$ cat src/rtl/cc_gate_pkg.sv
package cc_gate_pkg;

  localparam int CODE_W  = 4;
  localparam int FLAG_W  = 4;
  localparam int NCODES  = 1 << CODE_W;
  localparam int MASK_W  = 1 << FLAG_W;
  localparam int PFX_W   = 7;
  localparam logic [PFX_W-1:0] BRANCH_PFX = 7'b1111101;
  localparam logic [CODE_W-1:0] NEVER_CODE  = 4'd15;
  localparam logic [CODE_W-1:0] ALWAYS_CODE = 4'd14;

  // Strobes from control to datapath
  typedef struct packed {
    logic [CODE_W-1:0] condCode;
    logic              neverSlot;
    logic              branchPrefix;
  } ccStrobe_t;

  // Truth mask per condition code, indexed by {N,Z,C,V}
  function automatic logic [MASK_W-1:0] condMask(input logic [CODE_W-1:0] code);
    logic [MASK_W-1:0] m;
    case (code)
      4'd0:    m = 16'hF0F0;
      4'd1:    m = 16'h0F0F;
      4'd2:    m = 16'hCCCC;
      4'd3:    m = 16'h3333;
      4'd4:    m = 16'hFF00;
      4'd5:    m = 16'h00FF;
      4'd6:    m = 16'hAAAA;
      4'd7:    m = 16'h5555;
      4'd8:    m = 16'h0C0C;
      4'd9:    m = 16'hF3F3;
      4'd10:   m = 16'hAA55;
      4'd11:   m = 16'h55AA;
      4'd12:   m = 16'h0A05;
      4'd13:   m = 16'hF5FA;
      4'd14:   m = 16'hFFFF;
      default: m = 16'h0000;
    endcase
    return m;
  endfunction

endpackage

$ cat src/rtl/cc_gate_ctrl.sv
module cc_gate_ctrl
  import cc_gate_pkg::*;
(
  input  logic [PFX_W-1:0] topBits,
  input  logic             passBit,
  output ccStrobe_t        strobe,
  output logic             execOk,
  output logic             specBranch
);

  always_comb begin
    strobe.condCode     = topBits[PFX_W-1 -: CODE_W];
    strobe.neverSlot    = (topBits[PFX_W-1 -: CODE_W] == NEVER_CODE);
    strobe.branchPrefix = (topBits == BRANCH_PFX);
  end

  assign execOk     = passBit;
  assign specBranch = !passBit && strobe.branchPrefix;

  always_comb begin

    excl_chk: assert (!(execOk && specBranch));

    spec_code_chk: assert (!specBranch || strobe.neverSlot);
  end

endmodule

$ cat src/rtl/cc_gate_dp.sv
module cc_gate_dp
  import cc_gate_pkg::*;
(
  input  ccStrobe_t         strobe,
  input  logic [FLAG_W-1:0] flagIdx,
  output logic              passBit
);

  logic [MASK_W-1:0] maskBank [NCODES];
  logic [MASK_W-1:0] selMask;

  for (genvar g = 0; g < NCODES; g++) begin : g_mask
    assign maskBank[g] = condMask(CODE_W'(g));
  end

  assign selMask = maskBank[strobe.condCode];
  assign passBit = selMask[flagIdx];

  always_comb begin

    never_chk: assert (!strobe.neverSlot || !passBit);

    always_chk: assert (strobe.condCode != ALWAYS_CODE || passBit);
  end

endmodule

$ cat src/rtl/cc_gate.sv
module cc_gate
  import cc_gate_pkg::*;
#(
  parameter int INSN_W = 32
) (
  input  logic [INSN_W-1:0] insn,
  input  logic              flagN,
  input  logic              flagZ,
  input  logic              flagC,
  input  logic              flagV,
  output logic              execOk,
  output logic              specBranch
);

  localparam int PFX_LSB = INSN_W - PFX_W;

  ccStrobe_t         strobe;
  logic              passBit;
  logic [FLAG_W-1:0] flagIdx;
  logic              unusedBits;

  assign flagIdx    = {flagN, flagZ, flagC, flagV};
  assign unusedBits = ^insn[PFX_LSB-1:0];

  cc_gate_ctrl u_ctrl (
    .topBits    (insn[INSN_W-1:PFX_LSB]),
    .passBit    (passBit),
    .strobe     (strobe),
    .execOk     (execOk),
    .specBranch (specBranch)
  );

  cc_gate_dp u_dp (
    .strobe  (strobe),
    .flagIdx (flagIdx),
    .passBit (passBit)
  );

endmodule

$ cat config.mk
export PLATFORM = sky130hd
export DESIGN_NAME = cc_gate
export DESIGN_NICKNAME = d
export VERILOG_FILES = /design/src/rtl/cc_gate_pkg.sv /design/src/rtl/cc_gate_ctrl.sv /design/src/rtl/cc_gate_dp.sv /design/src/rtl/cc_gate.sv
export SDC_FILE = /design/constraint.sdc
export NUM_CORES = 1
export LEC_CHECK = 0
export BUFFER_PORTS_ARGS = -buffer_cell sky130_fd_sc_hd__buf_2
export CAP_MARGIN = 5
export CORE_AREA = 2 2 39 41
export DETAILED_ROUTE_END_ITERATION = 7
export DIE_AREA = 0 0 41 43
export GPL_TIMING_DRIVEN = 0
export PLACE_DENSITY = 0.8
export SYNTH_ARGS = -nofsm -noshare
export SYNTH_HDL_FRONTEND = slang
export SYNTH_SLANG_ARGS = --single-unit
$ cat constraint.sdc
create_clock -name vclk -period 2.3
set_input_delay 0.46 -clock vclk [all_inputs]
set_output_delay 0.46 -clock vclk [all_outputs]
set_load 0.02 [all_outputs]
==> flow_summary.json, run 1 <==
{
  "antenna_found_initial": 0,
  "status": "finished with violations",
  "setup_viol": 2,
  "worstPathRequired_ps": 1840,
  "regArea_um2": 0,
  "hold_viol": 0,
  "avgSynthCellArea_um2": 7.03,
  "grt_max_degree": 11,
  "relSlewSlack_pct": 79.6,
  "p_leak_nw": 0.286,
  "cp_max_fo": 8,
  "portBuffers": 13,
  "start_kind": "primary input",
  "num_vias": 605,
  "end_kind": "output pin",
  "finalCritPeriodShare_pct": 110,
  "crit_type": "in2out",
  "synthAdderAreaFrac_pct": 5.24,
  "critPathCapture": "specBranch",
  "hold_class": "in2out",
  "drt_iter0_markers": 15,
  "ys_types": 39,
  "worstMarginPinSlew_ps": 306,
  "violations": "setup timing",
  "num_rows": 14,
  "grt_pass1_vias": 512,
  "layout-drive-gt1-share_pct": 44.2,
  "seq_area_frac_synth_pct": 0,
  "synthTopCellsByArea": "nand2_1 5.5%, ha_1 5.2%, buf_6 4.7%",
  "wl_per_cell_um": 14.3,
  "n_antenna_cell": 0,
  "gp_congestion": 0.752,
  "fmax_ghz": 0.395,
  "nNetsFinal": 126,
  "via_per_inst": 5.93,
  "pre_cts_ws_ps": -409,
  "yosys.area.top_type": "nand2_1",
  "cap_violations": 0,
  "dpl_cell_area_um2": 628,
  "cp.arrival_ps": 2070,
  "netlist_area_um2": 478,
  "drv_slew": 0,
  "start_util_pct": 34.5,
  "layout.cells.non_filler": 102,
  "fill_cells": 127,
  "rsz0062_at_grt": "yes",
  "gr-usage-all-layers_pct": 17.4,
  "seq_cell_count": 0,
  "area_delta_synth_final_pct": 48.4,
  "multi_input_area_um2": 468,
  "ant_nets": 0,
  "hold_slack_ps": 1340,
  "die_w_um": 41,
  "place_inst": 97,
  "core_area_um2": 1380,
  "grt_pass1_wl_um": 2240,
  "drcViolationCount": 0,
  "muxShareOfSynthArea_pct": 2.36,
  "boundaryPins": 38,
  "finalWorstSetupSlack_ps": -230,
  "synth_top_family_by_area": "compound AO/OA/AOI/OAI gates",
  "power.density_nw_per_um2": 212,
  "dp_hpwl_um": 996,
  "postSynthCellCount": 68,
  "synth_xor_area_share_pct": 1.83,
  "grt-ovfl-total": 0,
  "ir_drop_mv": 0.0738,
  "synth_compound_area_share_pct": 37.2,
  "cp-startpoint": "insn[28]",
  "fp.dieH_um": 43,
  "synth_nets": 106,
  "yosysWarnings": 0,
  "synth-simple-area-share_pct": 36.9,
  "dieArea_um2": 1760,
  "firstDrtPassIters": 4,
  "totalWireLength_um": 1460,
  "synthDominantCellAreaShare_pct": 5.50,
  "final_area_um2": 709,
  "layout_min_cycle_time_ps": 2530,
  "n_clock_buffer": 0
}
==> synthesized netlist by cell type, types with 2 or more instances <==
library cell  count
or2_1             2
nor3b_1           2
nand2_1           7
nor2_1            4
inv_1             3
ha_1              2
a21oi_1           4
o2111a_1          2
buf_6             2
o21ai_0           4
nand2b_1          3
nand4b_1          2
o211ai_1          2
a31oi_1           2
o21ai_1           3
==> metrics by stage <==
step / utilization, % / TNS (ps) / power, W
floorplan: - / 0 / 0.0000934
global placement: 45.4 / -715 / 0.000125
detailed placement: 45.4 / -804 / 0.000127
CTS: 50.5 / -429 / 0.000144
global route: 51.3 / -496 / 0.000160
finish: 51.3 / -424 / 0.000150
==> routing by layer <==
layer | routed length, µm | track usage, %
met5 | 0 | 0
met4 | 54 | 6.00
met3 | 47 | 0
met2 | 753 | 30.0
met1 | 605 | 21.8
==> timing repair <==
action                                  CTS  global route
pin swaps                                 4             5
endpoints found under the hold margin     0             0
buffers inserted                          5             0
endpoints found under the setup margin    2             2
resized for setup                        13             3
hold buffers                              0             0
==> cells by family (layout without fill, tap and decap cells) <==
| logic type | Yosys count | count (layout) |
|---|---|---|
| multiplexers | 1 | 1 |
| adder cells (fa/ha/maj) | 2 | 2 |
| AND/OR/NAND/NOR | 29 | 29 |
| buffers and inverters | 10 | 28 |
| AO/OA/AOI/OAI | 25 | 25 |
| XOR/XNOR | 1 | 1 |
==> layout make-up <==
class	count	share of cell area [%]
multi-input cells	58	66.0
well taps	16	2.82
repair buffers	18	17.8
plain buffers	6	9.88
inverters	4	3.53
==> critical path, cell delays in order <==
cell and delay (ps):
buf_12 110, inv_8 50, ha_4 190, buf_6 130
buf_4 130, o21ai_0 150, o211ai_1 120, nand4b_1 130
nor4b_4 230, buf_4 170, nor4_4 30, buf_4 150
==> worst min path at each step <==
stage	start	to	slack, ps	depth (start not counted)
final	insn[27]	specBranch	1340	4
after floorplan	insn[27]	specBranch	1100	2
after detailed placement	insn[27]	specBranch	1350	4
after global routing	insn[27]	specBranch	1350	4
after CTS	insn[27]	specBranch	1340	4
after global placement	insn[27]	specBranch	1330	4
==> report_power, final <==
group / switching (W) / internal (W)
Sequential: 0 / 0
Clock: 0 / 0
Combinational: 0.0000761 / 0.0000742
Total: 0.0000761 / 0.0000742
==> placed cells by master (no fill, tap or decap), types with 2 or more instances in the layout <==
master    Yosys  routed
buf_2         1      10
buf_4         1       7
nand2_1       7       7
buf_6         2       4
a21oi_1       4       4
o21ai_1       3       3
nand2b_1      3       3
nor2_1        4       3
o21ai_0       4       3
inv_1         3       2
a31oi_1       2       2
o211ai_1      2       2
nand4b_1      2       2
Power figures use the tool's default switching activity.
==> run 2, diff against run 1 <==
- BUFFER_PORTS_ARGS: -buffer_cell sky130_fd_sc_hd__buf_2 -> unset
- DONT_BUFFER_PORTS: unset -> 1
- PLACE_DENSITY: 0.8 -> 0.55
==> run 2 against run 1 <==
The run still ends with setup timing left. Final cell count down 16%. Core utilization shrank 7.6 points. Critical path depth is 4 lower. Via count down 13%. Critical endpoint unchanged. Sequential share of layout area is the same. Critical path type unchanged. Setup slack improved by 190 ps. Combinational power decreased by 21%. Largest cell class unchanged.
==> flow_summary.json, run 2 (same netlist as run 1, synthesis figures left out) <==
{
  "rsz0062_at_grt": "yes",
  "seq_cell_count": 0,
  "via_per_inst": 6.09,
  "layout-drive-gt1-share_pct": 31.4,
  "pre_cts_ws_ps": -73.3,
  "layout.cells.non_filler": 86,
  "num_rows": 14,
  "totalWireLength_um": 1290,
  "fmax_ghz": 0.427,
  "drv_slew": 0,
  "grtUsageMet2_pct": 22.2,
  "grt_pass1_wl_um": 2080,
  "hold_class": "in2out",
  "regArea_um2": 0,
  "cap_violations": 0,
  "hold_viol": 0,
  "finalCritPeriodShare_pct": 102,
  "hold_path.startpoint": "insn[27]",
  "cp_top_family": "compound AO/OA/AOI/OAI gates",
  "power_frac_comb_pct": 100.0,
  "area_delta_synth_final_pct": 26.4,
  "gp_congestion": 0.824,
  "p_seq_share_pct": 0,
  "drt_iter0_markers": 8,
  "nNetsFinal": 110,
  "cpPeakStageDelay_ps": 410,
  "p_leak_nw": 0.213,
  "critPathSlowestCell": "nor4_4",
  "grt_use_met3_pct": 1.57,
  "final_common_cell": "nand2_1",
  "setup_viol": 1,
  "relSlewSlack_pct": 74.1,
  "worstMarginPinSlew_ps": 386,
  "met1_usage_pct": 25.9,
  "start_kind": "primary input",
  "dp_hpwl_um": 935,
  "hold_buffers": 0,
  "cp_max_fo": 9,
  "p_int_w": 0.0000583,
  "place_inst": 84,
  "end_kind": "output pin",
  "path_buf_inv": 2,
  "wl_per_cell_um": 15.0,
  "gr-usage-all-layers_pct": 15.9,
  "power.density_nw_per_um2": 196,
  "dieArea_um2": 1760,
  "crit_chain": "inv_16 -> ha_4 -> buf_6 -> nor3b_2 -> a31oi_1 -> o221ai_1 -> o2111a_2 -> nor4_4",
  "cp-startpoint": "insn[28]",
  "final_cell_mix": "6 x nand2_1, 4 x o21ai_1, 4 x a21oi_1",
  "layout_min_cycle_time_ps": 2340,
  "finalCoreUtilization_pct": 43.7,
  "grt_pass1_vias": 465,
  "antenna_found_initial": 0,
  "n_antenna_cell": 0,
  "grt-ovfl-total": 0,
  "violations": "setup timing",
  "p_sw_w": 0.0000602,
  "power_w": 0.000119,
  "worstPathRequired_ps": 1840,
  "top_usage_layer": "met1",
  "portBuffers": 0,
  "fp.dieH_um": 43,
  "core_area_um2": 1380,
  "ant_nets": 0,
  "start_util_pct": 34.5,
  "status": "finished with violations",
  "ir_drop_mv": 0.0730,
  "boundaryPins": 38,
  "p_clk_share_pct": 0,
  "n_clock_buffer": 0,
  "firstDrtPassIters": 4,
  "num_vias": 524,
  "finalWorstSetupSlack_ps": -39.6,
  "crit_type": "in2out",
  "cp.arrival_ps": 1880,
  "switching_share_pct": 50.8,
  "die_w_um": 41,
  "drcViolationCount": 0,
  "grt_max_degree": 11
}
## run 2: final timing paths
kind	cells past startpoint	slack, ps	to
hold / removal	2	1110	specBranch
setup / recovery	8	-40	specBranch
## run 2: metal layers
metal	vias up	routed length (µm)
met2	25	567
met5	-	0
met3	2	88
met4	0	13
li1	260	-
met1	237	616
## run 2: what timing repair did
item                                    in CTS  in global routing
resized for setup                            6                  7
setup buffers                                1                  0
endpoints found under the setup margin       2                  2
pin swaps                                    5                  2
gates cloned                                 1                  0
## run 2: cell type report
cell class | instances | area (µm²)
plain buffers | 6 | 70.1
well taps | 16 | 20.0
fillers | 154 | 779
multi-input cells | 58 | 465
inverters | 4 | 36.3
repair buffers | 2 | 12.5
## run 2: metrics by stage
stage,TNS [ps],area (µm²),hold slack (ps)
global placement,-116,563,1110
finish,-39.6,604,1110
floorplan,0,543,1100
global route,-174,604,1120
detailed placement,-112,563,1110
CTS,-68.8,594,1120
## run 2: power by group through the flow
stage	clock network, W	registers, W	logic [W]
CTS	0	0	0.000114
global placement	0	0	0.000109
finish	0	0	0.000119
floorplan	0	0	0.0000934
detailed placement	0	0	0.000108
global route	0	0	0.000128
==> run 3, diff against run 2 <==
- CORE_AREA: 2 2 39 41 -> unset
- CORE_MARGIN: unset -> 2
- CORE_UTILIZATION: unset -> 40
- DIE_AREA: 0 0 41 43 -> unset
- PLACE_DENSITY: 0.55 -> 0.59
- SYNTH_HIERARCHICAL: unset -> 1
==> run 3 against run 2 <==
The run still ends with setup timing left. Synthesized area rose by 30%. First-iteration DRC count rose by 50%. Highest routed layer unchanged. Hold slack better by 43 ps. Final cell count increased by 19%. Largest cell class unchanged. Global-route usage is 0.61 points higher.
==> flow_summary.json, run 3 <==
{
  "yosysWarnings": 6,
  "drcViolationCount": 0,
  "ant_nets": 0,
  "worstPathRequired_ps": 1840,
  "rsz0062_at_grt": "yes",
  "hold_slack_ps": 1150,
  "core_area_um2": 1470,
  "power_w": 0.000139,
  "finalWorstSetupSlack_ps": -501,
  "hold_class": "in2out",
  "ir_drop_mv": 0.0941,
  "hold_viol": 0,
  "synth_nets": 120,
  "min_path_cells": 2,
  "grt_pass1_wl_um": 2500,
  "gr-usage-all-layers_pct": 16.5,
  "fp.dieH_um": 43.4,
  "layout_min_cycle_time_ps": 2800,
  "grt_max_degree": 11,
  "layout-drive-gt1-share_pct": 36.0,
  "antenna_found_initial": 0,
  "drt_iter0_markers": 12,
  "hold_buffers": 0,
  "avgSynthCellArea_um2": 7.57,
  "n_antenna_cell": 0,
  "drv_slew": 0,
  "cp_max_fo": 2,
  "crit_chain": "buf_6 -> buf_8 -> inv_6 -> ha_4 -> and3b_1 -> a311o_1 -> a211oi_2 -> a2111oi_2 -> a311oi_2 -> and4bb_2 -> and2_4",
  "p_leak_nw": 0.276,
  "setup_viol": 2,
  "final_cell_mix": "9 x buf_4, 5 x nor4_1, 4 x buf_6, 4 x nand2b_1",
  "postSynthCellCount": 82,
  "grt-ovfl-total": 0,
  "grt_pass1_vias": 581,
  "firstDrtPassIters": 4,
  "netlist_area_um2": 621,
  "crit_cells": 11,
  "dp_hpwl_um": 1140,
  "cp_top_family": "compound AO/OA/AOI/OAI gates",
  "p_seq_share_pct": 0,
  "nNetsFinal": 126,
  "status": "finished with violations",
  "crit_type": "in2out",
  "critPathCapture": "specBranch",
  "cp.arrival_ps": 2340,
  "n_clock_buffer": 0,
  "hold_path.startpoint": "flagN",
  "relSlewSlack_pct": 75.8,
  "via_per_inst": 6.08,
  "num_rows": 14,
  "totalWireLength_um": 1500,
  "die_w_um": 43.4,
  "gp_congestion": 0.908,
  "fmax_ghz": 0.357,
  "switching_share_pct": 50.1,
  "multi_input_area_um2": 510,
  "start_util_pct": 42.2,
  "worstMarginPinSlew_ps": 360,
  "violations": "setup timing",
  "portBuffers": 0,
  "num_vias": 620,
  "cap_violations": 0,
  "path_buf_inv": 3,
  "finalCritPeriodShare_pct": 122,
  "final_common_cell": "buf_4",
  "fill_cells": 155,
  "cp-startpoint": "insn[30]",
  "regArea_um2": 0,
  "power_frac_comb_pct": 100.0,
  "finalCoreUtilization_pct": 49.7,
  "dieArea_um2": 1880,
  "start_kind": "primary input",
  "p_clk_share_pct": 0,
  "cpPeakStageDelay_ps": 330,
  "wl_per_cell_um": 14.7,
  "p_int_w": 0.0000691,
  "power.density_nw_per_um2": 190,
  "area_delta_synth_final_pct": 17.7,
  "p_sw_w": 0.0000694,
  "critPathSlowestCell": "a311o_1",
  "boundaryPins": 38,
  "seq_cell_count": 0,
  "end_kind": "output pin"
}
-- run 3: cell count changes in the layout (fill, tap and decap cells not counted), moves of 2 or more --
| cell | before | now |
|---|---|---|
| o211ai_1 | 2 | 0 |
| o31ai_1 | 0 | 2 |
| buf_4 | 2 | 9 |
| nor2b_1 | 1 | 3 |
| nand2_1 | 6 | 3 |
| nor4_1 | 0 | 5 |
| a311oi_1 | 0 | 2 |
| xnor2_1 | 0 | 3 |
| a21oi_1 | 4 | 2 |
| nand4b_1 | 2 | 0 |
-- run 3: repair_timing --
action                                  CTS  global route
pin swaps                                 0             2
endpoints found under the setup margin    2             2
resized for setup                         3             1
setup buffers                             4             0
-- run 3: power groups by stage --
| stage | sequential [W] | clock, W | combinational (W) |
|---|---|---|---|
| finish | 0 | 0 | 0.000139 |
| global route | 0 | 0 | 0.000150 |
| floorplan | 0 | 0 | 0.000111 |
| global placement | 0 | 0 | 0.000129 |
| CTS | 0 | 0 | 0.000138 |
| detailed placement | 0 | 0 | 0.000129 |
-- run 3: worst min path at each step --
| stage | end |
|---|---|
| 4_1_cts | execOk |
| 6_report | execOk |
| 5_1_grt | execOk |
| 3_5_place_dp | execOk |
| 3_3_place_gp | execOk |
| 2_1_floorplan | execOk |
-- run 3: layout make-up --
cell class	instances	share of cell area [%]
inverters	6	5.82
plain buffers	13	17.5
repair buffers	4	4.11
multi-input cells	63	69.9
well taps	16	2.74
-- run 3: metrics by stage --
stage	setup WS, ps	setup TNS, ps	cell area, µm²	instances
2_1_floorplan	-394	-566	664	82
3_3_place_gp	-543	-866	684	98
3_5_place_dp	-562	-900	684	98
4_1_cts	-505	-786	726	102
5_1_grt	-569	-911	731	102
6_report	-501	-775	731	102
-- run 3: metal layers --
metal	vias up	GRT usage, %	part of all wire [%]
met5	-	0	0
met4	0	2.42	0.93
met3	2	0.833	4.8
met2	15	28.4	49
met1	288	23.3	45
li1	315	-	-
